[src/rtl/bce_pkg.sv]
package bce_pkg;
   localparam int SEL_W      = 5;
   localparam int PAIR_CNT   = 8;
   localparam int PAIR_IDX_W = $clog2(PAIR_CNT);

   typedef enum logic [SEL_W-1:0] {
      COND_ALWAYS = 5'd0,  COND_NEVER = 5'd1,
      COND_HI     = 5'd2,  COND_LS    = 5'd3,
      COND_CC     = 5'd4,  COND_CS    = 5'd5,
      COND_NE     = 5'd6,  COND_EQ    = 5'd7,
      COND_VC     = 5'd8,  COND_VS    = 5'd9,
      COND_PL     = 5'd10, COND_MI    = 5'd11,
      COND_GE     = 5'd12, COND_LT    = 5'd13,
      COND_GT     = 5'd14, COND_LE    = 5'd15,
      COND_BCLR   = 5'd16, COND_BSET  = 5'd17
   } cond_code_e;

   typedef struct packed {
      logic n;
      logic z;
      logic v;
      logic c;
   } flags_t;
endpackage

[src/rtl/bce_flag_eval.sv]
module bce_flag_eval
   import bce_pkg::*;
(
   input  flags_t                flags,
   input  logic [PAIR_IDX_W-1:0] pair_idx,
   input  logic                  sense_raw,
   output logic                  flag_hit
);
   // Each pair evaluates one raw expression.
   // The odd code of the pair takes it as is; the even code takes its inverse.
   logic [PAIR_CNT-1:0] raw_vec;
   logic                sign_diff;

   always_comb begin
      sign_diff  = flags.n ^ flags.v;
      raw_vec[0] = 1'b0;
      raw_vec[1] = flags.c | flags.z;
      raw_vec[2] = flags.c;
      raw_vec[3] = flags.z;
      raw_vec[4] = flags.v;
      raw_vec[5] = flags.n;
      raw_vec[6] = sign_diff;
      raw_vec[7] = flags.z | sign_diff;
   end

   assign flag_hit = sense_raw ? raw_vec[pair_idx] : ~raw_vec[pair_idx];
endmodule

[src/rtl/bce_mask_eval.sv]
module bce_mask_eval #(
   parameter int DATA_W = 8
) (
   input  logic [DATA_W-1:0] mask,
   input  logic [DATA_W-1:0] operand,
   output logic              none_set,
   output logic              all_set
);
   if (DATA_W < 1) begin : g_bad_width
      $error("bce_mask_eval: DATA_W must be at least 1");
   end

   logic [DATA_W-1:0] hit_vec;
   logic [DATA_W-1:0] miss_vec;

   for (genvar i = 0; i < DATA_W; i++) begin : g_bit
      assign hit_vec[i]  = mask[i] & operand[i];
      assign miss_vec[i] = mask[i] & ~operand[i];
   end

   assign none_set = ~|hit_vec;
   assign all_set  = ~|miss_vec;
endmodule

[src/rtl/branch_cond_eval.sv]
module branch_cond_eval
   import bce_pkg::*;
#(
   parameter int DATA_W = 8
) (
   input  logic              clk,
   input  logic              rst,
   input  logic [4:0]        cond_sel,
   input  logic              flag_n,
   input  logic              flag_z,
   input  logic              flag_v,
   input  logic              flag_c,
   input  logic [DATA_W-1:0] bit_mask,
   input  logic [DATA_W-1:0] bit_operand,
   output logic              taken
);
   if (DATA_W < 1 || DATA_W > 64) begin : g_bad_width
      $error("branch_cond_eval: DATA_W out of range 1..64");
   end
   if (SEL_W != 5) begin : g_bad_sel
      $error("branch_cond_eval: selector width must be 5");
   end

   flags_t flags;
   logic   flag_hit;
   logic   none_set;
   logic   all_set;
   logic   decision;

   assign flags = '{n: flag_n, z: flag_z, v: flag_v, c: flag_c};

   bce_flag_eval u_flag (
      .flags     (flags),
      .pair_idx  (cond_sel[PAIR_IDX_W:1]),
      .sense_raw (cond_sel[0]),
      .flag_hit  (flag_hit)
   );

   bce_mask_eval #(.DATA_W(DATA_W)) u_mask (
      .mask     (bit_mask),
      .operand  (bit_operand),
      .none_set (none_set),
      .all_set  (all_set)
   );

   always_comb begin
      if (!cond_sel[SEL_W-1])
         decision = flag_hit;
      else if (cond_sel == COND_BCLR)
         decision = none_set;
      else if (cond_sel == COND_BSET)
         decision = all_set;
      else
         decision = 1'b0;
   end

   always_ff @(posedge clk) begin
      if (rst) taken <= 1'b0;
      else     taken <= decision;
   end

   // Checks on the registered decision
   assert_always_R3: assert property (@(posedge clk) disable iff (rst)
      cond_sel == 5'd0 |=> taken);
   assert_never_R3: assert property (@(posedge clk) disable iff (rst)
      cond_sel == 5'd1 |=> !taken);
   assert_higher_R4: assert property (@(posedge clk) disable iff (rst)
      cond_sel == 5'd2 |=> taken == !($past(flag_c) || $past(flag_z)));
   assert_equal_R5: assert property (@(posedge clk) disable iff (rst)
      cond_sel == 5'd7 |=> taken == $past(flag_z));
   assert_ge_R6: assert property (@(posedge clk) disable iff (rst)
      (cond_sel == 5'd12 && flag_n == flag_v) |=> taken);
   assert_le_R7: assert property (@(posedge clk) disable iff (rst)
      (cond_sel == 5'd15 && flag_z) |=> taken);
   assert_bclr_R8: assert property (@(posedge clk) disable iff (rst)
      (cond_sel == 5'd16 && (bit_mask & bit_operand) == '0) |=> taken);
   assert_bset_R9: assert property (@(posedge clk) disable iff (rst)
      (cond_sel == 5'd17 && (bit_mask & ~bit_operand) != '0) |=> !taken);
   assert_reserved_R10: assert property (@(posedge clk) disable iff (rst)
      cond_sel >= 5'd18 |=> !taken);
endmodule

[config.mk]
export PLATFORM = sky130hd
export DESIGN_NAME = branch_cond_eval
export DESIGN_NICKNAME = d
export VERILOG_FILES = /design/src/rtl/bce_pkg.sv /design/src/rtl/bce_flag_eval.sv /design/src/rtl/bce_mask_eval.sv /design/src/rtl/branch_cond_eval.sv
export SDC_FILE = /design/constraint.sdc
export NUM_CORES = 1
export LEC_CHECK = 0
export BUFFER_PORTS_ARGS = -buffer_cell sky130_fd_sc_hd__buf_2
export CAP_MARGIN = 10
export CORE_AREA = 4 4 41 43
export CTS_CLUSTER_SIZE = 8
export DETAILED_ROUTE_END_ITERATION = 10
export DIE_AREA = 0 0 45 47
export PLACE_DENSITY = 0.46
export SLEW_MARGIN = 20
export SYNTH_ARGS = -nofsm -noshare
export SYNTH_HDL_FRONTEND = slang
export SYNTH_SLANG_ARGS = --single-unit
[constraint.sdc]
create_clock -name clk -period 1.45 [get_ports clk]
set_input_delay 0.2175 -clock clk [delete_from_list [all_inputs] [get_ports clk]]
set_output_delay 0.2175 -clock clk [all_outputs]
set_load 0.02 [all_outputs]
Word level (Yosys, flattened, before mapping). Cells that the tools add are included.

Bits in registers: 1. Output and inout bits: 1.

Order comparisons: 1. Equality and inequality tests: 2. Multiplexer cells: 6. Bitwise operators: 28. Reduce and logical (&&, ||, !) cells: 4.

Operator list (count): 1-bit bitwise AND (16); 8-bit OR reduction (2); 5-bit equality test, second input constant (2); 1-bit inverter (9); 1-bit two-way mux (5); 3-bit by 4-bit < comparator with 1-bit output, second input constant (1); 1-bit binary-select mux with 3-bit select (1); 1-bit logical NOT (2); 1-bit bitwise OR (2); 1-bit bitwise XOR (1).

Depth between registers and ports, before layout. Gate-level depths: netlist of run 1.

Depth after elaboration: 7. Mapped depth: 5. Mapped depth without buffers: 5.

Modules after synthesis. Synthesis of run 1 repeated with hierarchy kept, for this count alone.

Cells, all modules: 34. Area total of the unflattened synthesis: 261.5 um2.

By module, submodules not included: bce_mask_eval (instances 1, cells an instance 18, area each 106.4 um2, seq. area each 0.0 um2); bce_flag_eval (instances 1, cells an instance 10, area each 78.8 um2, seq. area each 0.0 um2); branch_cond_eval (instances 1, cells an instance 6, area each 76.3 um2, seq. area each 20.0 um2).

Worst setup path before layout of run 1. No wires, ideal clock.

Path type: input -> register. From: input port cond_sel[2]. To: register taken. Library setup time: 0.084 ns. Arrival time: 1.071 ns. Setup slack: 0.294 ns. Stages on the path: 5. Buffers on the path: 0. Path through: mux2_4 -> a22oi_1 -> a31oi_1 -> xor2_1 -> o31ai_2.

Word-level cells in the longest chain between the ends: 5. Elaborated cells between the ends (all ways): 9. Classes of those cells: eq/ne: 2; mux: 6; bitwise: 1.

Ends and longest elaborated chain: from (decl) (RTL line branch_cond_eval.sv:8) `input logic [4:0] cond_sel,`; 1-bit binary-select mux with 3-bit select (RTL line bce_flag_eval.sv:26) `assign flag_hit = sense_raw ? raw_vec[pair_idx] : ~raw_vec[pair_idx];`; 1-bit two-way mux (implied by the code) (RTL line bce_flag_eval.sv:26); 1-bit inverter (RTL line bce_flag_eval.sv:26); 1-bit two-way mux (RTL line bce_flag_eval.sv:26); 1-bit two-way mux (*) (RTL line branch_cond_eval.sv:47) `if (!cond_sel[SEL_W-1])`; to (signal assigned) (RTL line branch_cond_eval.sv:59) `else taken <= decision;`; to (decl) (RTL line branch_cond_eval.sv:15) `output logic taken`.

Every way passes the cells marked *; elsewhere a longest branch is shown, timed or not. The select of a mux whose other input is x is not followed. A chain may end at the register's enable or synchronous reset.

Final worst setup path of run 1. Same ends and word-level chain as after synthesis.

==> summary.txt, run 1 <==
Power and ir drop
  • P_leak: 0.209 nW
  • Cell Pwr Density: approximately 330 nW/um^2
  • Worst VDD drop: 0.0000993 V

Finish
  • Area growth, synth to finish: 70.7%
  • Multi-input gate area: between 150 and 200 um^2
  • Register Area: roughly 20 um^2
  • Final cell utilization of the core: ~29%
  • Share of layout cells above drive strength 1: 50.0%
  • Fin nets: 87
  • Number of flip-flops in the largest register: 1
  • Top reg by flops: taken
  • # diodes: 0
  • Largest registers: taken: 1 flops
  • Fill count: roughly 150

Floorplan
  • Site row count: 13
  • # IOs: 28
  • Core Area: between 1000 and 1500 um^2
  • Die area: about 2100 um^2
  • Die Y: between 40 and 50 um
  • Width of the die: between 40 and 50 um
  • Initial Util: between 10% and 20%

Global routing
  • Vias in the first global route: 277
  • Tot GR Track Use: roughly 6%
  • Pin count of the biggest net entering global routing: 5
  • First-pass GRT wire length: slightly above 1000 um
  • GRT Residual Overflow: 0
  • Initial antenna violation count: 0

Clocking
  • Clk slew on worst S/H paths: 0 ns
  • Post-CTS Hold Buffers: 0
  • Post-CTS Setup Inserts: 0
  • CTS resizes: 0

Drt
  • Drt initial violations: 6
  • DRT antenna net count: 0
  • Drt wl/cell: 9.67 um
  • Via count: approximately 330
  • Post-Route WL: slightly above 700 um
  • Initial DRT Pass Iterations: 4
  • # DRC: 0
  • Vias per inst: 4.55

Setup path
  • Critical path cell sequence: buf_2 -> mux2_4 -> a22oi_1 -> a31oi_1 -> xor2_1 -> o31ai_2
  • Startpoint type of the worst setup path: primary input
  • Crit path max fanout: 4
  • Worst Path Required: around 1.4 ns
  • Type of the worst setup path: primary input to register
  • Critical Path AT: roughly 1.3 ns
  • Slowest stage delay, CP: roughly 0.30 ns
  • Crit end category: register
  • Critical-path top delay cell: mux2_4

STA
  • FMAX: roughly 740 MHz
  • Setup repair after global routing missed its margin: no
  • Max Slew Vio Count: 0
  • Slew margin rel.: approximately four fifths
  • Final Hold Vio Count: 0
  • Slew @ Worst Pin: 0.288 ns
  • Min Tclk post-route: ~1.3 ns
  • Final TNS setup: 0 ns
  • Endpoints failing setup: 0
  • Fin crit share: between 90 and 100%

Synthesis
  • Most frequent cell after synthesis: inv_1
  • Post-synth top area share: 12.1%
  • Sequential share of the synthesized area: under 10%
  • Flops & latches, synth: 1
  • Synth Warn #: 0
  • Distinct cell type count after synthesis: 18
  • EDFF count, synth: 0
  • Top FF cell, synth: dfxtp_1
  • Post-Syn Instances: 31
  • Mapped Area: around 220 um^2
  • Yosys top cell by area: inv_1
  • Post-synth ARST share: 0%
  • Top cells by area, synth: inv_1 (12%), xor2_1 (12%), a22oi_1 (10%), dfxtp_1 (9.2%), mux2_4 (6.9%)
  • Syn Nets: 58
  • Synth top cells by count: inv_1 (7), a22oi_1 (3), xor2_1 (3)
  • Syn Area/Cell: about 7.0 um^2

Placed design
  • IO buf count: 27
  • Dpl hpwl: 674 um
  • Gp weighted congestion: approximately 0.68

Job
  • Max-cap violations: 0

Run status
  • Status: finished clean

Worst hold path
  • WHS Path Cells: 2
  • Min-Delay Path Class: primary input to register
[metal layers]
layer / wire, um / vias to the layer above / share of wire [%] / track usage (%)
met5: 0 / - / 0 / 0
met2: 313 / 19 / 44 / 10.5
li1: - / 175 / - / -
met4: 0 / 0 / 0 / 0
met1: 299 / 138 / 42 / 8.80
met3: 93 / 0 / 13 / 0.383
[where the power goes]
part	switching [W]	total (W)	leakage (nW)	internal [W]
clock network	0	0	0	0
logic	0.0000419	0.0000921	0.200	0.0000501
registers	0.000000315	0.0000304	0.00822	0.0000301
[area by class of cell]
| class | instances | share of cell area (%) |
|---|---|---|
| Inverter | 7 | 7.07 |
| Tap cell | 15 | 5.05 |
| Sequential cell | 1 | 5.39 |
| Multi-Input combinational cell | 23 | 46.1 |
| Timing Repair Buffer | 27 | 36.4 |
[worst max-delay path: cells and delay by family]
family                 cells  cell delay [ns]
buffers and inverters      1             0.13
multiplexers               1             0.30
XOR/XNOR                   1             0.16
AO/OA/AOI/OAI              3             0.46
[per-stage QoR]
| stage | instance area (um^2) | setup slack (ns) | power, W | std cells | hold slack [ns] |
|---|---|---|---|---|---|
| after global routing | 372 | 0.0105 | 0.000135 | 73 | 0.436 |
| final | 372 | 0.106 | 0.000122 | 73 | 0.423 |
| after global placement | 372 | 0.111 | 0.000123 | 73 | 0.429 |
| after floorplan | 218 | 0.294 | 0.0000707 | 31 | 0.312 |
| after detailed placement | 372 | 0.0946 | 0.000124 | 73 | 0.427 |
| after CTS | 372 | 0.0857 | 0.000124 | 73 | 0.427 |
[cell usage in the layout, fill, tap and decap left out]
| cell type | instances |
|---|---|
| nor2_1 | 2 |
| xor2_1 | 3 |
| a31oi_1 | 1 |
| buf_2 | 27 |
| a21oi_1 | 1 |
| nand2b_1 | 1 |
| mux2_4 | 1 |
| o21ai_0 | 1 |
| o41ai_1 | 1 |
| a22oi_1 | 3 |
| o221ai_1 | 1 |
| nand4_1 | 2 |
| dfxtp_1 | 1 |
| nand2_1 | 1 |
| o31ai_2 | 1 |
| inv_1 | 7 |
| o22ai_1 | 2 |
| a222oi_1 | 1 |
| a221oi_1 | 1 |
[cell families after synthesis]
| kind of cell | share of synthesized area, % |
|---|---|
| DFF | 9.20 |
| xor gates and xnor gates | 12.1 |
| and+or+nand+nor | 13.8 |
| buffers and inverters | 12.1 |
| AOI/OAI and AO/OA | 46.0 |
| muxes | 6.89 |
[worst paths after layout]
| kind | endpoint | slack [ns] | from |
|---|---|---|---|
| hold / removal | taken | 0.42 | rst |
| setup / recovery | taken | 0.11 | cond_sel[2] |
No activity file was read; power rests on OpenSTA's default activity.
==> run 2: changes to the inputs <==
GPL_TIMING_DRIVEN = 0   (was default)
==> summary.txt, run 2 (synthesis gave the netlist of run 1 again) <==
Run status
  • Status: finished clean

Worst hold path
  • Min-delay src: rst
  • Hold EP: taken
  • Min-Delay Path Class: primary input to register
  • WHS Path Cells: 2

Finish
  • Leading cell types in the layout, fill and taps excluded: buf_2 (27), inv_1 (7), xor2_1 (3), a22oi_1 (3)
  • Top reg by flops: taken
  • Number of flip-flops in the largest register: 1
  • Post-route cell area: between 300 and 400 um^2
  • Area growth, synth to finish: 70.7%
  • Fin nets: 87
  • Share of layout cells above drive strength 1: 50.0%
  • Commonest non-fill, non-tap cell in the layout: buf_2
  • Largest registers: taken: 1 flops
  • # diodes: 0

Clocking
  • Clk slew on worst S/H paths: 0 ns
  • Post-CTS Setup Inserts: 0
  • CTS resizes: 0
  • Post-CTS Hold Buffers: 0

STA
  • WHS: 0.428 ns
  • Fin crit share: between 90% and 100%
  • Min Tclk post-route: roughly 1.4 ns
  • PnR worst setup slack: ~0.090 ns
  • Setup repair after global routing missed its margin: no
  • FMAX: 735 MHz
  • Final TNS setup: 0 ns
  • Slew @ Worst Pin: about 0.3 ns
  • Final Hold Vio Count: 0
  • Slew margin rel.: about four fifths
  • Endpoints failing setup: 0
  • Max Slew Vio Count: 0

Floorplan
  • Die Y: between 40 and 50 um
  • Core Area: 1300 um^2
  • # IOs: 28
  • Initial Util: 16.7%
  • Site row count: 13
  • Width of the die: about 45 um
  • Die area: between 2000 and 2500 um^2

Drt
  • Drt initial violations: 6
  • Via count: about 340
  • Vias per inst: about 4.6
  • DRT antenna net count: 0
  • Drt wl/cell: a little over 10 um
  • Initial DRT Pass Iterations: 4
  • Post-Route WL: approximately 740 um
  • # DRC: 0

Setup path
  • Startpoint type of the worst setup path: primary input
  • Crit end category: register
  • Type of the worst setup path: primary input to register
  • Critical Path AT: between 1 and 1.5 ns
  • Crit path max fanout: 4
  • Worst Path Required: about 1.4 ns

Power and ir drop
  • Sw frac: roughly a third
  • Worst VDD drop: between 0.00009 and 0.0001 V
  • Seq pwr share: 24.8%
  • P_leak: 0.209 nW
  • Sw Pwr: around 0.000043 W
  • Clock power share: 0%
  • Internal power: approximately 0.000080 W
  • Cell Pwr Density: between 300 and 400 nW/um^2
  • Part of the power in combinational logic: around 75%

Placed design
  • Area after DPL: approximately 370 um^2
  • Pre-CTS setup slack: between 0.08 and 0.09 ns
  • Gp weighted congestion: approximately 0.69
  • IO buf count: 27
  • Dpl hpwl: ~690 um

Global routing
  • Initial antenna violation count: 0
  • Pin count of the biggest net entering global routing: 5
  • GRT Residual Overflow: 0
  • Tot GR Track Use: around 6.0%
  • First-pass GRT wire length: between 1000 and 1500 um
  • Vias in the first global route: 303

Job
  • Max-cap violations: 0
-- run 2: cell counts in the layout (fill, tap and decap cells not counted) --
No cell type changed its count.
-- run 2: per-layer routing --
metal	wire length [um]	global-route usage (%)
met1	306	6.55
met3	117	1.53
met5	0	0
met4	0	0
met2	319	12.1
-- run 2: critical path, cell delays in order --
cell,delay [ns]
buf_2,0.13
mux2_4,0.30
a22oi_1,0.19
a31oi_1,0.12
xor2_1,0.16
o31ai_2,0.16
-- run 2: cell type report --
class,instances,area (um^2)
Multi-Input combinational cell,23,171
Fill cell,167,930
Sequential cell,1,20.0
Tap cell,15,18.8
Inverter,7,26.3
Timing Repair Buffer,27,135
-- run 2: per-stage QoR --
stage               total power, W  std cells  utilization [%]
global route              0.000134         73             28.6
floorplan                0.0000707         31                -
global placement          0.000123         73             28.6
detailed placement        0.000124         73             28.6
CTS                       0.000124         73             28.6
finish                    0.000123         73             28.6
-- run 2: worst max path at each step --
| stage | start | end | slack [ns] | cells after the start |
|---|---|---|---|---|
| finish | cond_sel[2] | taken | 0.09 | 6 |
| global route | cond_sel[2] | taken | 0.02 | 6 |
| CTS | cond_sel[2] | taken | 0.08 | 6 |
| detailed placement | cond_sel[2] | taken | 0.08 | 6 |
| global placement | cond_sel[2] | taken | 0.08 | 6 |
| floorplan | cond_sel[2] | taken | 0.29 | 5 |
-- run 2: power by group through the flow --
stage	Sequential (W)	Combinational, W	Clock [W]
3_5_place_dp	0.0000304	0.0000935	0
2_1_floorplan	0.0000333	0.0000374	0
3_3_place_gp	0.0000305	0.0000927	0
6_report	0.0000304	0.0000925	0
4_1_cts	0.0000304	0.0000936	0
5_1_grt	0.0000305	0.000103	0
